==> src/rtl/tmr_pkg.sv <==
package tmr_pkg;

  localparam int A_CTL  = 0;
  localparam int A_EVT  = 1;
  localparam int A_PRE0 = 2;
  localparam int A_ACT0 = 5;
  localparam int N_SHD  = 3;

  typedef struct packed {
    logic tsel;
    logic dir;
    logic upd_off;
    logic run;
  } tmr_ctl_t;

  localparam int CTL_W = $bits(tmr_ctl_t);

endpackage

==> src/rtl/tmr_prescaler.sv <==
module tmr_prescaler #(
  parameter int W = 16
) (
  input  logic         clk,
  input  logic         rst,
  input  logic         run,
  input  logic         clr,
  input  logic [W-1:0] div,
  output logic         tick
);
  logic [W-1:0] pc_q;

  assign tick = run && (pc_q == div);

  always_ff @(posedge clk) begin
    if (rst)       pc_q <= '0;
    else if (clr)  pc_q <= '0;
    else if (run)  pc_q <= tick ? '0 : pc_q + 1'b1;
  end
endmodule

==> src/rtl/tmr_counter.sv <==
module tmr_counter #(
  parameter int W = 16
) (
  input  logic         clk,
  input  logic         rst,
  input  logic         tick,
  input  logic         reinit,
  input  logic         down,
  input  logic [W-1:0] top_val,
  input  logic [W-1:0] reload_val,
  output logic [W-1:0] cnt,
  output logic         wrap
);
  logic [W-1:0] cnt_q;

  assign cnt  = cnt_q;
  assign wrap = tick && (down ? (cnt_q == '0) : (cnt_q == top_val));

  always_ff @(posedge clk) begin
    if (rst) begin
      cnt_q <= '0;
    end else if (reinit) begin
      cnt_q <= down ? reload_val : '0;
    end else if (tick) begin
      if (down) cnt_q <= wrap ? top_val : cnt_q - 1'b1;
      else      cnt_q <= wrap ? '0      : cnt_q + 1'b1;
    end
  end
endmodule

==> src/rtl/tmr_shadow.sv <==
module tmr_shadow #(
  parameter int         W       = 16,
  parameter logic [W-1:0] RST_VAL = '0
) (
  input  logic         clk,
  input  logic         rst,
  input  logic         wr,
  input  logic [W-1:0] wdata,
  input  logic         load,
  output logic [W-1:0] pre,
  output logic [W-1:0] act
);
  always_ff @(posedge clk) begin
    if (rst) begin
      pre <= RST_VAL;
      act <= RST_VAL;
    end else begin
      if (wr)   pre <= wdata;
      if (load) act <= pre;
    end
  end
endmodule

==> src/rtl/tmr_ti_sel.sv <==
module tmr_ti_sel #(
  parameter int N_CH = 3
) (
  input  logic            clk,
  input  logic            rst,
  input  logic            sel_xor,
  input  logic [N_CH-1:0] pins,
  output logic            ti
);
  always_ff @(posedge clk) begin
    if (rst) ti <= 1'b0;
    else     ti <= sel_xor ? ^pins : pins[0];
  end
endmodule

==> src/rtl/tmr_base_unit.sv <==
module tmr_base_unit
  import tmr_pkg::*;
#(
  parameter int CNT_W  = 16,
  parameter int ADDR_W = 3,
  parameter int N_CH   = 3
) (
  input  logic              clk,
  input  logic              rst,
  input  logic              wr_en,
  input  logic [ADDR_W-1:0] wr_addr,
  input  logic [CNT_W-1:0]  wr_data,
  input  logic [ADDR_W-1:0] rd_addr,
  output logic [CNT_W-1:0]  rd_data,
  input  logic              slv_reset,
  input  logic              slv_trig,
  input  logic [N_CH-1:0]   ch_pin,
  output logic [CNT_W-1:0]  cnt_o,
  output logic              upd_o,
  output logic              ti1_o
);
  localparam logic [CNT_W-1:0] ARR_RST = '1;

  tmr_ctl_t ctl_q;
  logic     ugen_q;
  logic     run_q, upd_off_q, dir_q, tsel_q;
  logic     reinit, wrap, tick, upd_ev;
  logic [N_SHD-1:0][CNT_W-1:0] pre_v, act_v;
  logic [CNT_W-1:0] arr_pre, arr_act, psc_pre, psc_act, cmp_pre, cmp_act;
  logic [CNT_W-1:0] reload_val;

  assign run_q     = ctl_q.run;
  assign upd_off_q = ctl_q.upd_off;
  assign dir_q     = ctl_q.dir;
  assign tsel_q    = ctl_q.tsel;

  always_ff @(posedge clk) begin
    if (rst) begin
      ctl_q  <= '0;
      ugen_q <= 1'b0;
    end else begin
      if (wr_en && wr_addr == ADDR_W'(A_CTL)) ctl_q <= tmr_ctl_t'(wr_data[CTL_W-1:0]);
      if (slv_trig) ctl_q.run <= 1'b1;
      ugen_q <= wr_en && (wr_addr == ADDR_W'(A_EVT)) && wr_data[0];
    end
  end

  assign reinit = ugen_q || slv_reset;
  assign upd_ev = !upd_off_q && (reinit || wrap);

  for (genvar g = 0; g < N_SHD; g++) begin : g_shd
    tmr_shadow #(
      .W      (CNT_W),
      .RST_VAL((g == 0) ? ARR_RST : '0)
    ) shd_i (
      .clk  (clk),
      .rst  (rst),
      .wr   (wr_en && (wr_addr == ADDR_W'(A_PRE0 + g))),
      .wdata(wr_data),
      .load (upd_ev),
      .pre  (pre_v[g]),
      .act  (act_v[g])
    );
  end

  assign arr_pre = pre_v[0];
  assign psc_pre = pre_v[1];
  assign cmp_pre = pre_v[2];
  assign arr_act = act_v[0];
  assign psc_act = act_v[1];
  assign cmp_act = act_v[2];

  assign reload_val = upd_ev ? arr_pre : arr_act;

  tmr_prescaler #(.W(CNT_W)) psc_i (
    .clk (clk),
    .rst (rst),
    .run (run_q),
    .clr (reinit),
    .div (psc_act),
    .tick(tick)
  );

  tmr_counter #(.W(CNT_W)) cnt_i (
    .clk       (clk),
    .rst       (rst),
    .tick      (tick),
    .reinit    (reinit),
    .down      (dir_q),
    .top_val   (arr_act),
    .reload_val(reload_val),
    .cnt       (cnt_o),
    .wrap      (wrap)
  );

  tmr_ti_sel #(.N_CH(N_CH)) ti_i (
    .clk    (clk),
    .rst    (rst),
    .sel_xor(tsel_q),
    .pins   (ch_pin),
    .ti     (ti1_o)
  );

  always_ff @(posedge clk) begin
    if (rst) upd_o <= 1'b0;
    else     upd_o <= upd_ev;
  end

  always_ff @(posedge clk) begin
    if (rst) begin
      rd_data <= '0;
    end else begin
      case (int'(rd_addr))
        A_CTL:      rd_data <= CNT_W'(ctl_q);
        A_EVT:      rd_data <= CNT_W'(ugen_q);
        A_PRE0:     rd_data <= arr_pre;
        A_PRE0 + 1: rd_data <= psc_pre;
        A_PRE0 + 2: rd_data <= cmp_pre;
        A_ACT0:     rd_data <= arr_act;
        A_ACT0 + 1: rd_data <= psc_act;
        A_ACT0 + 2: rd_data <= cmp_act;
        default:    rd_data <= '0;
      endcase
    end
  end
endmodule

==> config.mk <==
export PLATFORM = sky130hd
export DESIGN_NAME = tmr_base_unit
export DESIGN_NICKNAME = d
export VERILOG_FILES = /design/src/rtl/tmr_pkg.sv /design/src/rtl/tmr_prescaler.sv /design/src/rtl/tmr_counter.sv /design/src/rtl/tmr_shadow.sv /design/src/rtl/tmr_ti_sel.sv /design/src/rtl/tmr_base_unit.sv
export SDC_FILE = /design/constraint.sdc
export NUM_CORES = 1
export LEC_CHECK = 0
export BUFFER_PORTS_ARGS = -buffer_cell sky130_fd_sc_hd__buf_2
export CAP_MARGIN = 25
export CORE_ASPECT_RATIO = 1.2
export CORE_MARGIN = 1
export CORE_UTILIZATION = 60
export DETAILED_ROUTE_END_ITERATION = 10
export PLACE_DENSITY = 0.84
export SYNTH_ARGS = -nofsm -noshare
export SYNTH_HDL_FRONTEND = slang
export SYNTH_SLANG_ARGS = --single-unit
==> constraint.sdc <==
create_clock -name clk -period 3.2 [get_ports clk]
set_input_delay 0.64 -clock clk [delete_from_list [all_inputs] [get_ports clk]]
set_output_delay 0.64 -clock clk [all_outputs]
set_load 0.01 [all_outputs]
==> flow_summary.yaml <==
floorplanning:
  num_io_pins: 64
  die_h_um: 127
  initial_core_util_pct: 61.7
  design.die.area_um2: 13500
  num_rows: 45
  dieWidth_um: 106
  core-area_um2: 12700
detailed_routing:
  ant_nets: 0
  viasPerCell: 6.37
  routed-via-count: 7264
  drtPass1Iterations: 7
  wire_per_inst_um: 19.2
  drt_iter0_drc: 825
  drc_errors: 0
  finalWirelength_mm: 21.9
logic_synthesis:
  synth-adder-area-share_pct: 0.637
  synthSimpleGateAreaFrac_pct: 22.0
  synth_nets: 965
  synth_top_family_by_area: "simple AND/OR/NAND/NOR gates"
  synth.distinct_cells: 67
  synth_seq_cells: 151
  synthMuxAreaShare_pct: 9.66
  ys_seq_area_share_pct: 38.5
  synth_xor_area_share_pct: 7.92
  synth-compound-area-share_pct: 16.4
  synth-edff-count: 0
  async_reset_ff_share_pct: 0
  syn_avg_cell_area_um2: 8.43
  yosys_warnings: 0
  synthCells: 931
  synthFlopType: "dfxtp_1"
  synthesis.area_um2: 7850
sta:
  tightest_slew_ps: 883
  fin_setup_tns_ps: 0
  timing.hold.ws_ps: 441
  period_share_pct: 85.1
  slew_violations: 0
  rsz0062_at_grt: "no"
  hold_violations: 0
  setup_viol: 0
  finalCriticalPeriod_ps: 2720
  fmax_mhz: 367
  maxSlewHeadroom_pct: 41.0
  final.setup_skew_ps: 6.86
critical_path:
  cp_slowest_cell: "dfxtp_1"
  start_kind: "flip-flop"
  cpPeakStageDelay_ps: 420
  cp.required_ps: 3510
  cp_cell_sequence: "inv_1 -> ha_1 -> nor3b_1 -> nand4_2 -> a211oi_2 -> nand3_2 -> a21oi_4 -> buf_12 -> mux2i_1 -> nor2_1"
  critPathArrivalTime_ps: 3030
  critPathMaxFanout: 65
  crit_buf_inv: 2
  path_class: "reg2reg"
  crit_path_end_kind: "flip-flop"
  r2r_start: "cnt_i.cnt[1]"
  cp-startpoint: "cnt_i.cnt[1]"
  cp_top_family: "simple AND/OR/NAND/NOR gates"
clock_network:
  cts_max_path_buffers: 2
  cts_tree: "yes"
  post_cts_buffers: 0
  htreeDepth: 4
  cts.clk_slew.worst_paths_ps: 60
  cts_buffers: 17
  cts_resized: 0
  ctsHoldBuffers: 0
  clock_sinks: 151
  insertion_delay_ps: 430
  root_buffer: "clkbuf_16"
power_and_ir_drop:
  p_leak_nw: 3.43
  vdd_drop_max_uv: 416
  power_density_nw_per_um2: 523
  totalPowerFinal_w: 0.00462
cells_and_area:
  mostFrequentLayoutCells: "151 x dfxtp_1, 118 x nor2_1, 106 x nand2_1, 71 x a21oi_1, 62 x buf_2"
  synthToLayoutAreaGrowth_pct: 12.6
  drive_gt1_share_pct: 16.8
  nFillCells: 998
  final_common_cell: "dfxtp_1"
  layout.nets: 999
  diodes: 0
global_route:
  grt_antenna_before_repair: 0
  grt_use_total_pct: 33.7
  grt-ovfl-total: 0
  grt_max_degree: 67
  grt_pass1_wl_mm: 35.6
  grt_pass1_vias: 6987
run:
  drv_cap: 0
placement:
  hpwlAfterDp_mm: 15.1
  gp_congestion: 0.967
  numPortBuffers: 63
worst_hold_path:
  min_from: "slv_trig"
  hp-class: "in2reg"
status:
  status: "finished clean"
==> area by class of cell <==
type                       instances  area [um2]  share of cell area [%]
clock inverter                    11         125                    1.42
clock buffer                      20         457                    5.17
sequential                       151        3020                    34.2
inverter                          12        45.0                   0.510
tap                              164         205                    2.32
timing repair buffer              87         523                    5.92
multi-input combinational        696        4460                    50.5
==> power by group <==
part,total [W],internal (W),switching [W]
logic,0.000619,0.000253,0.000366
clock network,0.00198,0.00118,0.000800
registers,0.00202,0.00194,0.0000838
total,0.00462,0.00337,0.00125
==> cells in the mapped netlist (all sizes together) (3+ instances only) <==
master	instances	area, um2
nand3	19	100
clkbuf	47	176
a221oi	9	78.8
buf	25	164
a311oi	5	43.8
a31oi	7	43.8
o21ai	18	93.8
or3	3	18.8
nand2	106	398
inv	11	41.3
o211ai	7	52.6
a211oi	9	72.6
nand4	19	125
xor2	38	333
and2	4	25.0
a22o	14	123
a222oi	8	80.1
nor3b	3	22.5
ha	4	50.1
nor3	34	180
and3	14	87.6
dfxtp	151	3020
nor4	8	77.6
a22oi	12	90.1
nor2	120	453
a211o	16	140
or2	3	18.8
mux2i	42	420
a21oi	72	364
nor2b	19	119
xnor2	33	289
mux2	26	293
==> worst reg2reg max path, stage by stage, from the launching register on <==
cell and delay, ps:
dfxtp_1 420, inv_1 130, ha_1 150, nor3b_1 300
nand4_2 170, a211oi_2 300, nand3_2 220, a21oi_4 230
buf_12 340, mux2i_1 270, nor2_1 70
==> registers in the layout, summed over array words and instances, names as in the netlist, 16 cells and up <==
name,count
cnt_i.cnt,16
g_shd.shd_i.act,48
g_shd.shd_i.pre,48
psc_i.pc_q,16
rd_data,16
==> per-layer routing <==
layer	GRT usage [%]	share of wire, %
met5	0	0
met4	21.7	5.0
met2	53.2	47
met3	6.79	8.0
met1	41.9	40
==> stage by stage <==
| step | area (um2) | instances | setup slack [ps] | utilization, % |
|---|---|---|---|---|
| final | 8840 | 1141 | 476 | 69.4 |
| after detailed placement | 8260 | 1110 | 510 | 64.9 |
| after global routing | 8840 | 1141 | 268 | 69.4 |
| after CTS | 8840 | 1141 | 471 | 69.4 |
| after floorplan | 7850 | 931 | 732 | - |
| after global placement | 8260 | 1110 | 623 | 64.9 |
==> kinds of logic after synthesis <==
family,after synthesis
xor+xnor,71
flops,151
buf+inv,84
mux,70
simple gates,362
compound gates,189
fa+ha+maj,4
==> worst paths after layout <==
path,end,slack (ps),cells after the start
worst max-delay path,g_shd[1].shd_i.act[15],480,10
worst min-delay path,run_q,440,3
worst max register to register,g_shd[1].shd_i.act[15],480,10
worst min register to register,g_shd[1].shd_i.pre[5],480,2
Note: power is estimated with default switching activity, not from simulation.
